==> src/rtl/sample_demux_pkg.sv <==
package sample_demux_pkg;

  localparam int PH_W = 2;

  typedef enum logic [1:0] {
    MODE_FULL    = 2'd0,
    MODE_HALF    = 2'd1,
    MODE_QUARTER = 2'd2
  } demux_mode_e;

  // pin decode; div_sel only matters when pairing is enabled
  function automatic demux_mode_e decode_mode(input logic en, input logic sel);
    if (!en)     return MODE_FULL;
    else if (sel) return MODE_QUARTER;
    else         return MODE_HALF;
  endfunction

  function automatic logic [PH_W-1:0] last_phase(input demux_mode_e m);
    case (m)
      MODE_HALF:    return 2'd1;
      MODE_QUARTER: return 2'd3;
      default:      return 2'd0;
    endcase
  endfunction

  // phase in which the sample bound for the primary port arrives
  function automatic logic [PH_W-1:0] pri_phase(input demux_mode_e m);
    case (m)
      MODE_HALF:    return 2'd1;
      MODE_QUARTER: return 2'd2;
      default:      return 2'd0;
    endcase
  endfunction

endpackage

==> src/rtl/sample_demux_ctrl.sv <==
module sample_demux_ctrl
  import sample_demux_pkg::*;
(
  input  logic            clk,
  input  logic            rst,
  input  logic            demux_en,
  input  logic            div_sel,
  output demux_mode_e     mode,
  output logic [PH_W-1:0] phase,
  output logic            at_last
);

  demux_mode_e     mode_q;
  logic [PH_W-1:0] phase_q;

  assign at_last = (phase_q == last_phase(mode_q));

  // pins are taken only at reset or on the last phase of a group
  always_ff @(posedge clk) begin
    if (rst) begin
      mode_q  <= decode_mode(demux_en, div_sel);
      phase_q <= '0;
    end else if (at_last) begin
      mode_q  <= decode_mode(demux_en, div_sel);
      phase_q <= '0;
    end else begin
      phase_q <= phase_q + {{(PH_W-1){1'b0}}, 1'b1};
    end
  end

  assign mode  = mode_q;
  assign phase = phase_q;

endmodule

==> src/rtl/sample_demux_steer.sv <==
module sample_demux_steer
  import sample_demux_pkg::*;
#(
  parameter int DATA_W = 8
) (
  input  logic              clk,
  input  logic              rst,
  input  demux_mode_e       mode,
  input  logic [PH_W-1:0]   phase,
  input  logic [DATA_W-1:0] smp_data,
  input  logic              smp_ovr,
  output logic              grp_vld,
  output logic              grp_ovr,
  output logic [DATA_W-1:0] grp_aux,
  output logic [DATA_W-1:0] grp_pri
);

  logic [DATA_W-1:0] aux_hold;
  logic              aux_ovr_hold;
  logic              paired;

  assign paired = (mode != MODE_FULL);

  // older sample of a pair is parked until its partner arrives
  always_ff @(posedge clk) begin
    if (paired && phase == '0) begin
      aux_hold     <= smp_data;
      aux_ovr_hold <= smp_ovr;
    end
  end

  // one register: the assembled group, flagged when complete
  always_ff @(posedge clk) begin
    if (rst) begin
      grp_vld <= 1'b0;
      grp_ovr <= 1'b0;
      grp_aux <= '0;
      grp_pri <= '0;
    end else begin
      grp_vld <= (phase == pri_phase(mode));
      grp_pri <= smp_data;
      grp_aux <= paired ? aux_hold : '0;
      // merge only the two presented flags; dropped phases never reach here
      grp_ovr <= paired ? (aux_ovr_hold | smp_ovr) : smp_ovr;
    end
  end

endmodule

==> src/rtl/sample_demux_align.sv <==
module sample_demux_align #(
  parameter int DATA_W  = 8,
  parameter int PRI_LAT = 8
) (
  input  logic              clk,
  input  logic              rst,
  input  logic              grp_vld,
  input  logic              grp_ovr,
  input  logic [DATA_W-1:0] grp_aux,
  input  logic [DATA_W-1:0] grp_pri,
  output logic              dready,
  output logic              ovr_out,
  output logic [DATA_W-1:0] aux_data,
  output logic [DATA_W-1:0] pri_data
);

  // steer stage and output stage account for two of the PRI_LAT registers
  localparam int SHIFT_N = PRI_LAT - 2;
  localparam int PW      = 2 * DATA_W + 1;

  logic [PW-1:0] head_d;
  logic [PW-1:0] tail_d;
  logic          tail_v;

  assign head_d = {grp_ovr, grp_aux, grp_pri};

  generate
    if (SHIFT_N > 0) begin : g_shift
      logic [SHIFT_N-1:0] vpipe;
      logic [PW-1:0]      dpipe [SHIFT_N];

      // valid bits are reset; data is not, so it can map to shift primitives
      always_ff @(posedge clk) begin
        if (rst) vpipe <= '0;
        else     vpipe <= {vpipe[SHIFT_N-1:0], grp_vld} >> 0;
      end

      always_ff @(posedge clk) begin
        dpipe[0] <= head_d;
        for (int i = 1; i < SHIFT_N; i++) dpipe[i] <= dpipe[i-1];
      end

      assign tail_v = vpipe[SHIFT_N-1];
      assign tail_d = dpipe[SHIFT_N-1];
    end else begin : g_direct
      assign tail_v = grp_vld;
      assign tail_d = head_d;
    end
  endgenerate

  // output registers load only with the strobe, otherwise hold
  always_ff @(posedge clk) begin
    if (rst) begin
      dready   <= 1'b0;
      ovr_out  <= 1'b0;
      aux_data <= '0;
      pri_data <= '0;
    end else begin
      dready <= tail_v;
      if (tail_v) {ovr_out, aux_data, pri_data} <= tail_d;
    end
  end

endmodule

==> src/rtl/sample_demux.sv <==
module sample_demux
  import sample_demux_pkg::*;
#(
  parameter int DATA_W  = 8,
  parameter int PRI_LAT = 8
) (
  input  logic              clk,
  input  logic              rst,
  input  logic              demux_en,
  input  logic              div_sel,
  input  logic [DATA_W-1:0] smp_data,
  input  logic              smp_ovr,
  output logic [DATA_W-1:0] pri_data,
  output logic [DATA_W-1:0] aux_data,
  output logic              ovr_out,
  output logic              dready
);

  demux_mode_e       mode_w;
  logic [PH_W-1:0]   phase_w;
  logic              at_last_w;
  logic              grp_vld, grp_ovr;
  logic [DATA_W-1:0] grp_aux, grp_pri;

  sample_demux_ctrl u_ctrl (
    .clk      (clk),
    .rst      (rst),
    .demux_en (demux_en),
    .div_sel  (div_sel),
    .mode     (mode_w),
    .phase    (phase_w),
    .at_last  (at_last_w)
  );

  sample_demux_steer #(.DATA_W(DATA_W)) u_steer (
    .clk      (clk),
    .rst      (rst),
    .mode     (mode_w),
    .phase    (phase_w),
    .smp_data (smp_data),
    .smp_ovr  (smp_ovr),
    .grp_vld  (grp_vld),
    .grp_ovr  (grp_ovr),
    .grp_aux  (grp_aux),
    .grp_pri  (grp_pri)
  );

  sample_demux_align #(.DATA_W(DATA_W), .PRI_LAT(PRI_LAT)) u_align (
    .clk      (clk),
    .rst      (rst),
    .grp_vld  (grp_vld),
    .grp_ovr  (grp_ovr),
    .grp_aux  (grp_aux),
    .grp_pri  (grp_pri),
    .dready   (dready),
    .ovr_out  (ovr_out),
    .aux_data (aux_data),
    .pri_data (pri_data)
  );

endmodule

==> config.mk <==
export PLATFORM = sky130hd
export DESIGN_NAME = sample_demux
export DESIGN_NICKNAME = d
export VERILOG_FILES = /design/src/rtl/sample_demux_pkg.sv /design/src/rtl/sample_demux_ctrl.sv /design/src/rtl/sample_demux_steer.sv /design/src/rtl/sample_demux_align.sv /design/src/rtl/sample_demux.sv
export SDC_FILE = /design/constraint.sdc
export NUM_CORES = 1
export LEC_CHECK = 0
export BUFFER_PORTS_ARGS = -buffer_cell sky130_fd_sc_hd__buf_4
export CAP_MARGIN = 0
export CORE_MARGIN = 5
export CORE_UTILIZATION = 40
export DETAILED_ROUTE_END_ITERATION = 8
export HOLD_SLACK_MARGIN = 0.1
export PLACE_DENSITY_LB_ADDON = 0.05
export RECOVER_POWER = 50
export SLEW_MARGIN = 20
export SYNTH_ARGS = -nofsm -noshare
export SYNTH_HDL_FRONTEND = slang
export SYNTH_HIERARCHICAL = 1
export SYNTH_SLANG_ARGS = --single-unit
==> constraint.sdc <==
create_clock -name clk -period 2.9 [get_ports clk]
set_input_delay 0.58 -clock clk [delete_from_list [all_inputs] [get_ports clk]]
set_output_delay 0.58 -clock clk [all_outputs]
set_load 0.03 [all_outputs]
==> impl_metrics.json, run 1 <==
{
  "synth_top_family_by_area": "simple AND/OR/NAND/NOR gates",
  "finalMaxSlewViolations": 0,
  "cts_buffers": 17,
  "antenna_found_initial": 0,
  "yosys-top-cells-area": "dfxtp_1 76%, edfxtp_1 8.6%, mux2i_1 4.4%, nor2b_1 2.6%, nor2_1 1.9%",
  "io_pins": 31,
  "endpoint_kind": "flop",
  "fmax_ghz": 0.618,
  "synth_fa_ha_area_share_pct": 0.326,
  "rsz0062_at_grt": "false",
  "synth.avg_cell_area_um2": 15.7,
  "maxCapViolCount": 0,
  "relSlewSlack_pct": 29.8,
  "worst_path_max_delay_cell": "edfxtp_1",
  "hold_buffers": 0,
  "worst_ir_drop_vdd_uv": 405,
  "netlist_area_um2": 3840,
  "worst_ep_arrival_time_ns": 1.88,
  "synth_mux_area_share_pct": 4.43,
  "wl_per_cell_um": 9.80,
  "grt_overflow_total": 0,
  "synth_xor_area_share_pct": 0.685,
  "ys_seq_area_share_pct": 84.8,
  "pre_cts_ws_ns": 1.28,
  "clock_path_buffers": 2,
  "root_buffer": "clkbuf_8",
  "synth_common_cells": "146 x dfxtp_1, 19 x nor2_1, 17 x mux2i_1, 16 x nor2b_1, 11 x edfxtp_1",
  "tritoncts": "yes",
  "fp.dieW_um": 108,
  "reg2reg_depth": 4,
  "die_h_um": 108,
  "synth_cells": 244,
  "synth.top_cell.area_share_pct": 76.2,
  "vias": 1620,
  "synth_nets": 258,
  "grt_first_pass_wirelength_um": 7220,
  "fp.dieArea_um2": 11700,
  "finalCritPeriodShare_pct": 55.8,
  "diodes": 0,
  "setup_viol": 0,
  "synth_compound_area_share_pct": 1.34,
  "drtIter0Drc": 48,
  "critical_path.endpoint": "u_ctrl/mode[0]",
  "tightest_slew_ns": 1.05,
  "postSynth.asyncResetShare_pct": 0,
  "drt_first_pass_iters": 3,
  "worst_slack_ns": 1.28,
  "core-area_um2": 9280,
  "routabilityCongestion": 0.723,
  "required_ns": 3.16,
  "fill_cells": 803,
  "final-seq-area_um2": 3250,
  "clock-sinks": 157,
  "ctsResizeCount": 0,
  "cp_max_fo": 6,
  "drcViolationCount": 0,
  "critPathLaunchType": "flop",
  "critPathKind": "reg -> reg",
  "r2r_start": "u_ctrl/mode[1]",
  "dominantRegCellSynth": "dfxtp_1",
  "path_cells": "ha_1 -> xor2_1 -> and2_4 -> or2_1",
  "vias_per_cell": 3.77,
  "final_hold_viol_count": 0,
  "yosysMostFrequentCell": "dfxtp_1",
  "setup-tns-final_ns": 0,
  "multi_input_area_um2": 524,
  "wl_um": 4210,
  "portBuffers": 30,
  "cts_setup_buffers": 0,
  "yosysWarnings": 6,
  "r2r_setup_slack_ns": 1.28,
  "floorplan.initialDensity_pct": 41.3,
  "drt.antenna.violating_nets": 0,
  "cp-startpoint": "u_ctrl/mode[1]",
  "ys_types": 25,
  "cellPowerDensity_nw_per_um2": 1110,
  "skew_ns": 0.00904,
  "ys_ff_latch": 157,
  "cts_max_level": 4,
  "status": "completed",
  "synth_top_area_cell": "dfxtp_1",
  "max_stage_delay_ns": 0.46,
  "fin_crit_ns": 1.62,
  "grtUsageTotal_pct": 8.45,
  "grt_pass1_vias": 1530,
  "grt_start_max_net_pins": 39,
  "synth_simple_gate_area_share_pct": 6.88,
  "clock_latency_ns": 0.51,
  "dp_hpwl_um": 2330,
  "synth_edf_count": 11,
  "fin_nets": 303,
  "leakagePower_uw": 0.00193,
  "hold_class": "in -> reg",
  "drive_gt1_share_pct": 18.6,
  "syn_to_final_growth_pct": 25.5,
  "timing.rr.end": "u_ctrl/mode[0]",
  "rows": 35,
  "path_clk_slew_ns": 0.06
}
area by class of cell:
cell class	instances	area share (%)
sequential	157	67.6
multi-input combinational	78	10.9
clock buffer	22	9.82
timing repair buffer	31	4.29
clock inverter	9	3.77
tap	129	3.35
inverter	4	0.312
state kept, by name (all words and copies together), names as in the netlist:
| signal | flops |
|---|---|
| u_align/g_shift.dpipe | 102 |
| u_align/aux_data | 8 |
| u_align/pri_data | 8 |
| u_steer/aux_hold | 8 |
| u_steer/grp_aux | 8 |
| u_steer/grp_pri | 8 |
| u_align/g_shift.vpipe | 6 |
| u_ctrl/mode | 2 |
| u_ctrl/phase | 2 |
| u_align/dready | 1 |
| u_align/ovr_out | 1 |
| u_steer/aux_ovr_hold | 1 |
| u_steer/grp_ovr | 1 |
| u_steer/grp_vld | 1 |
metal layers:
layer	share of wire (%)	vias to the layer above	wire length (um)	global-route usage, %
li1	-	872	-	-
met1	47	703	1980	9.88
met2	45	39	1880	11.5
met3	6.8	6	287	5.01
met5	0	-	0	0
met4	1.5	0	62	5.68
cells by family after synthesis:
| kind of cell | count (synthesis) |
|---|---|
| muxes | 17 |
| xor gates and xnor gates | 3 |
| and+or+nand+nor | 49 |
| adders and majority gates | 1 |
| DFF | 157 |
| AOI/OAI and AO/OA | 8 |
| buffers and inverters | 9 |
through the flow:
stage	hold WS (ns)	total power [uW]	instances	util, %	area (um2)
finish	0.279	5350	430	51.9	4810
detailed placement	0.312	3060	399	45.1	4190
global placement	0.310	3040	399	45.1	4190
floorplan	0.310	2950	244	-	3840
CTS	0.234	5430	430	52.1	4840
global route	0.247	5600	430	51.9	4810
where the power goes:
part	total (uW)	internal [uW]	switching [uW]	leakage, uW
Clock	2350	1570	778	0.000318
Sequential	2700	2600	104	0.00131
Combinational	296	144	151	0.000301
Total	5350	4320	1030	0.00193
cell usage in the layout, fill, tap and decap left out:
| master | synthesis | routed |
|---|---|---|
| inv_4 | 0 | 1 |
| a211oi_1 | 1 | 1 |
| a211o_2 | 1 | 1 |
| or4b_1 | 1 | 1 |
| mux2i_1 | 17 | 17 |
| xnor2_1 | 1 | 1 |
| o211ai_1 | 1 | 1 |
| clkbuf_4 | 0 | 1 |
| buf_4 | 0 | 23 |
| a21oi_1 | 3 | 3 |
| nor4_1 | 1 | 1 |
| clkinvlp_4 | 0 | 1 |
| nor2b_1 | 16 | 16 |
| clkbuf_8 | 0 | 5 |
| a31oi_1 | 1 | 1 |
| nor3_1 | 1 | 1 |
| inv_1 | 4 | 4 |
| dfxtp_1 | 146 | 146 |
| o21ai_0 | 1 | 1 |
| nor2_1 | 19 | 19 |
| ha_1 | 1 | 1 |
| bufinv_16 | 0 | 5 |
| edfxtp_1 | 11 | 11 |
| xor2_1 | 2 | 2 |
| or2_1 | 1 | 1 |
| clkinv_4 | 0 | 2 |
| and2_1 | 9 | 9 |
| and2_4 | 1 | 1 |
| clkbuf_16 | 0 | 16 |
| clkbuf_1 | 1 | 8 |
how the worst min path moves through the flow:
stage                                    to                         start  slack, ns  depth (start not counted)
2_1_floorplan   u_align/g_shift.dpipe[0][0]            u_steer/grp_pri[0]       0.31                          0
3_5_place_dp   u_align/g_shift.dpipe[0][11]            u_steer/grp_aux[3]       0.31                          0
6_report                u_steer/aux_hold[2]                   smp_data[2]       0.28                          1
3_3_place_gp   u_align/g_shift.dpipe[3][10]  u_align/g_shift.dpipe[2][10]       0.31                          0
5_1_grt                 u_steer/aux_hold[2]                   smp_data[2]       0.25                          1
4_1_cts                 u_steer/aux_hold[4]                   smp_data[4]       0.23                          1
worst max-delay path, delay by kind of cell (launching register included):
kind / cells / cell delay, ns
xor gates and xnor gates: 1 / 0.16
DFF: 1 / 0.46
adders and majority gates: 1 / 0.37
and+or+nand+nor: 2 / 0.38
(Power assumes the default switching activity.)
==> run 2: changes to the inputs <==
--- a/config.mk
+++ b/config.mk
@@ -5,6 +5,7 @@
 export SDC_FILE = /design/constraint.sdc
 export NUM_CORES = 1
 export LEC_CHECK = 0
+export ABC_AREA = 1
 export BUFFER_PORTS_ARGS = -buffer_cell sky130_fd_sc_hd__buf_4
 export CAP_MARGIN = 0
 export CORE_MARGIN = 5
==> constraint.sdc (replaced) <==
create_clock -name clk -period 1.4 [get_ports clk]
set_input_delay 0.28 -clock clk [delete_from_list [all_inputs] [get_ports clk]]
set_output_delay 0.28 -clock clk [all_outputs]
set_load 0.03 [all_outputs]
==> impl_metrics.json, run 2 <==
{
  "cts_setup_buffers": 0,
  "ctsResizeCount": 0,
  "yosysWarnings": 6,
  "hold_buffers": 13,
  "fp.dieW_um": 112,
  "cts_max_level": 4,
  "final_common_cell": "dfxtp_1",
  "io_pins": 31,
  "finalCritPeriodShare_pct": 93.7,
  "power_frac_comb_pct": 6.8,
  "wl_per_cell_um": 8.16,
  "rsz0062_at_grt": "false",
  "hold_path.startpoint": "u_align/g_shift.dpipe[3][7]",
  "endpoint_kind": "flop",
  "synth_cells": 337,
  "tritoncts": "yes",
  "clock_latency_ns": 0.50,
  "leakagePower_uw": 0.00226,
  "maxCapViolCount": 0,
  "cts_buffers": 17,
  "setup-tns-final_ns": 0,
  "grt_pass1_vias": 1840,
  "drt.antenna.violating_nets": 0,
  "cp-startpoint": "demux_en",
  "skew_ns": 0.00632,
  "vias_per_cell": 3.57,
  "diodes": 0,
  "fin_crit_ns": 1.31,
  "dp_hpwl_um": 2740,
  "root_buffer": "clkbuf_8",
  "hold_class": "reg -> reg",
  "wl_um": 4440,
  "p_sw_share_pct": 21.6,
  "cellPowerDensity_nw_per_um2": 2060,
  "fp.dieArea_um2": 12400,
  "path_clk_slew_ns": 0.06,
  "clock_path_buffers": 2,
  "routabilityCongestion": 0.728,
  "dp.cells": 499,
  "critPathKind": "in -> reg",
  "vias": 1943,
  "critPathLaunchType": "primary input",
  "required_ns": 1.66,
  "worst_ir_drop_vdd_uv": 843,
  "final_hold_viol_count": 0,
  "core-area_um2": 10200,
  "status": "completed",
  "fin_nets": 409,
  "syn_to_final_growth_pct": 26.1,
  "largest-register": "u_align/g_shift.dpipe",
  "netlist_area_um2": 4130,
  "rows": 37,
  "synth_nets": 351,
  "drtIter0Drc": 42,
  "die_h_um": 112,
  "power.internal_uw": 8410,
  "finalMaxSlewViolations": 0,
  "p_switching_uw": 2320,
  "portBuffers": 30,
  "fmax_ghz": 0.762,
  "r2r_start": "u_ctrl/mode[0]",
  "final_cell_mix": "146 x dfxtp_1, 50 x nor2_1, 50 x inv_1, 32 x buf_4, 26 x nand2_1",
  "relSlewSlack_pct": 77.3,
  "drcViolationCount": 0,
  "setup_viol": 0,
  "largest_reg_flops": 102,
  "finalNonFillerCells": 544,
  "antenna_found_initial": 0,
  "tightest_slew_ns": 0.340,
  "worst_ep_arrival_time_ns": 1.58,
  "drive_gt1_share_pct": 26.0,
  "grt_start_max_net_pins": 35,
  "synth.avg_cell_area_um2": 12.2,
  "floorplan.initialDensity_pct": 40.5,
  "grtUsageTotal_pct": 8.39,
  "grt_first_pass_wirelength_um": 8170,
  "p_seq_share_pct": 51.0,
  "pwr-share-clk_pct": 42.2,
  "clock-sinks": 157,
  "drt_first_pass_iters": 4,
  "grt_overflow_total": 0,
  "cp_max_fo": 2
}
[run 2: cell count changes in the layout (fill, tap and decap cells not counted), sizes merged, moves of 13 or more]
cell | previous run | this run
inv | 5 | 56
nand2 | 0 | 51
nor2 | 19 | 64
mux2i | 17 | 0
nor2b | 16 | 0
dlygate4sd3 | 0 | 13
[run 2: metal layers]
| layer | vias up | global-route usage [%] | part of all wire (%) |
|---|---|---|---|
| li1 | 1098 | - | - |
| met1 | 789 | 9.32 | 47 |
| met2 | 48 | 12.3 | 44 |
| met3 | 8 | 5.05 | 7.2 |
| met4 | 0 | 5.11 | 2.3 |
| met5 | - | 0 | 0 |
[run 2: per-stage QoR]
step / util (%) / hold slack (ns) / instance area (um2) / total power, uW / setup slack, ns
2_1_floorplan: - / 0.310 / 4130 / 6070 / 0.120
3_3_place_gp: 43.8 / 0.311 / 4460 / 6250 / 0.157
3_5_place_dp: 43.8 / 0.312 / 4460 / 6290 / 0.103
4_1_cts: 51.1 / 0.323 / 5200 / 10900 / 0.0736
5_1_grt: 51.1 / 0.328 / 5200 / 11300 / 0.0125
6_report: 51.1 / 0.322 / 5200 / 10700 / 0.0879
[run 2: final cells by class]
| class | count | area (um2) |
|---|---|---|
| Clock inverter | 12 | 159 |
| Clock buffer | 20 | 447 |
| Tap cell | 136 | 170 |
| Timing Repair Buffer | 46 | 390 |
| Inverter | 54 | 210 |
| Fill cell | 921 | 4980 |
| Multi-Input combinational cell | 119 | 571 |
| Sequential cell | 157 | 3250 |
[run 2: path summary, 6_finish.rpt]
path	to	slack (ns)	depth (start not counted)
worst max-delay path	u_ctrl/mode[1]	0.09	5
worst min-delay path	u_align/g_shift.dpipe[4][7]	0.32	0
worst max register to register	u_ctrl/mode[1]	0.10	7
worst min register to register	u_align/g_shift.dpipe[4][7]	0.32	0
[run 2: power by group through the flow]
stage	clock, uW	sequential, uW	combinational [uW]
3_3_place_gp	0	5560	690
3_5_place_dp	0	5570	713
6_report	4530	5470	732
5_1_grt	4890	5560	847
4_1_cts	4670	5470	745
2_1_floorplan	0	5540	532
[run 2: worst max-delay path, stage by stage]
cell and delay (ns):
dlygate4sd3_1 0.54, buf_4 0.13, nand2_1 0.05, dlygate4sd3_1 0.54, inv_1 0.04
==> run 3: changes to the inputs <==
--- a/config.mk
+++ b/config.mk
@@ -12,7 +12,7 @@
 export CORE_UTILIZATION = 40
 export DETAILED_ROUTE_END_ITERATION = 8
 export HOLD_SLACK_MARGIN = 0.1
-export PLACE_DENSITY_LB_ADDON = 0.05
+export PLACE_DENSITY_LB_ADDON = 0.2
 export RECOVER_POWER = 50
 export SLEW_MARGIN = 20
 export SYNTH_ARGS = -nofsm -noshare
==> constraint.sdc (replaced) <==
create_clock -name clk -period 1.3 [get_ports clk]
set_input_delay 0.26 -clock clk [delete_from_list [all_inputs] [get_ports clk]]
set_output_delay 0.26 -clock clk [all_outputs]
set_load 0.03 [all_outputs]
==> impl_metrics.json, run 3 (synthesis gave the netlist of run 2 again) <==
{
  "finalCritPeriodShare_pct": 99.1,
  "cellPowerDensity_nw_per_um2": 2190,
  "root_buffer": "clkbuf_8",
  "critPathKind": "reg -> reg",
  "setup-tns-final_ns": 0,
  "drtIter0Drc": 68,
  "fmax_ghz": 0.776,
  "leakagePower_uw": 0.00228,
  "grtUsageTotal_pct": 8.26,
  "design_area_um2": 5240,
  "core-area_um2": 10200,
  "finalMaxSlewViolations": 0,
  "tritoncts": "yes",
  "worst_slack_ns": 0.0119,
  "largest_reg_flops": 102,
  "final_common_cell": "dfxtp_1",
  "worst_ep_arrival_time_ns": 1.49,
  "final-seq-area_um2": 3250,
  "grt_first_pass_wirelength_um": 8210,
  "multi_input_area_um2": 576,
  "cts_buffers": 17,
  "grt_overflow_total": 0,
  "fin_crit_ns": 1.29,
  "io_pins": 31,
  "die_h_um": 112,
  "fin_nets": 412,
  "pre_cts_ws_ns": 0.00119,
  "largest-register": "u_align/g_shift.dpipe",
  "clock_path_buffers": 2,
  "rows": 37,
  "skew_ns": 0.00762,
  "cp_max_fo": 3,
  "syn_to_final_growth_pct": 27.0,
  "grt_start_max_net_pins": 35,
  "relSlewSlack_pct": 82.5,
  "worst_ir_drop_vdd_uv": 1450,
  "final_hold_viol_count": 0,
  "routabilityCongestion": 0.659,
  "cts_max_level": 4,
  "critPathLaunchType": "flop",
  "vias": 1990,
  "drt_first_pass_iters": 5,
  "antenna_found_initial": 0,
  "fill_cells": 915,
  "fp.dieW_um": 112,
  "hold_class": "in -> reg",
  "portBuffers": 30,
  "dp_hpwl_um": 2810,
  "endpoint_kind": "flop",
  "fp.dieArea_um2": 12400,
  "status": "completed",
  "setup_viol": 0,
  "floorplan.initialDensity_pct": 40.5,
  "drt.antenna.violating_nets": 0,
  "grt_pass1_vias": 1931,
  "rsz0062_at_grt": "true",
  "power.total_uw": 11500,
  "diodes": 0,
  "placed_area_um2": 4470,
  "drive_gt1_share_pct": 27.0,
  "required_ns": 1.50,
  "maxCapViolCount": 0,
  "wl_um": 4690,
  "path_cells": "inv_1 -> ha_1 -> inv_1 -> nand2_1 -> nand2_1 -> nand2_2 -> nand2_2",
  "tightest_slew_ns": 0.263,
  "max_stage_delay_ns": 0.34,
  "drcViolationCount": 0,
  "clock-sinks": 157,
  "wl_per_cell_um": 8.58,
  "worst_path_max_delay_cell": "edfxtp_1",
  "path_clk_slew_ns": 0.06,
  "final_cell_mix": "145 x dfxtp_1, 50 x nor2_1, 49 x inv_1, 27 x buf_4, 26 x nand2_1",
  "vias_per_cell": 3.64,
  "clock_latency_ns": 0.49
}
run 3: repair_timing:
item,in CTS,in global routing
hold endpoints to repair,26,0
resized for setup,0,12
setup endpoints to repair,2,21
hold buffers,13,0
gates cloned,0,1
buffers inserted,1,0
run 3: layout make-up:
type                            count  area share [%]
Inverter                           54            4.08
Multi-Input combinational cell    119            11.0
Timing Repair inverter              1           0.143
Clock buffer                       23            9.10
Sequential cell                   157            62.1
Timing Repair Buffer               48            8.29
Clock inverter                      9            2.05
Tap cell                          136            3.25
run 3: power breakdown:
group	switching, uW	internal, uW	total, uW
Combinational	565	354	919
Sequential	191	5700	5890
Clock	1730	2940	4670
run 3: final timing paths:
kind,endpoint,slack (ns),from,cells after the start
setup / recovery,u_ctrl/mode[0],0.01,u_ctrl/mode[0],7
hold / removal,u_ctrl/mode[1],0.25,demux_en,4
setup reg to reg,u_ctrl/mode[0],0.01,u_ctrl/mode[0],7
hold reg to reg,u_align/g_shift.dpipe[3][15],0.32,u_align/g_shift.dpipe[2][15],0
run 3: critical path: cells and delay by family (launching register included):
| family | cells | cell delay [ns] |
|---|---|---|
| fa+ha+maj | 1 | 0.30 |
| buf+inv | 2 | 0.11 |
| flops | 1 | 0.34 |
| simple gates | 4 | 0.24 |
run 3: per-layer routing:
layer / routed length (um) / up-vias / global-route usage [%]
met3: 258 / 2 / 4.40
met4: 32 / 0 / 3.89
met2: 2330 / 45 / 13.4
met5: 0 / - / 0
li1: - / 1102 / -
met1: 2080 / 841 / 8.90
run 3: metrics by stage:
stage	std cells	hold slack [ns]	util, %
detailed placement	500	0.312	43.9
floorplan	337	0.310	-
global route	547	0.257	51.4
global placement	500	0.311	43.9
CTS	546	0.315	51.0
finish	547	0.250	51.4
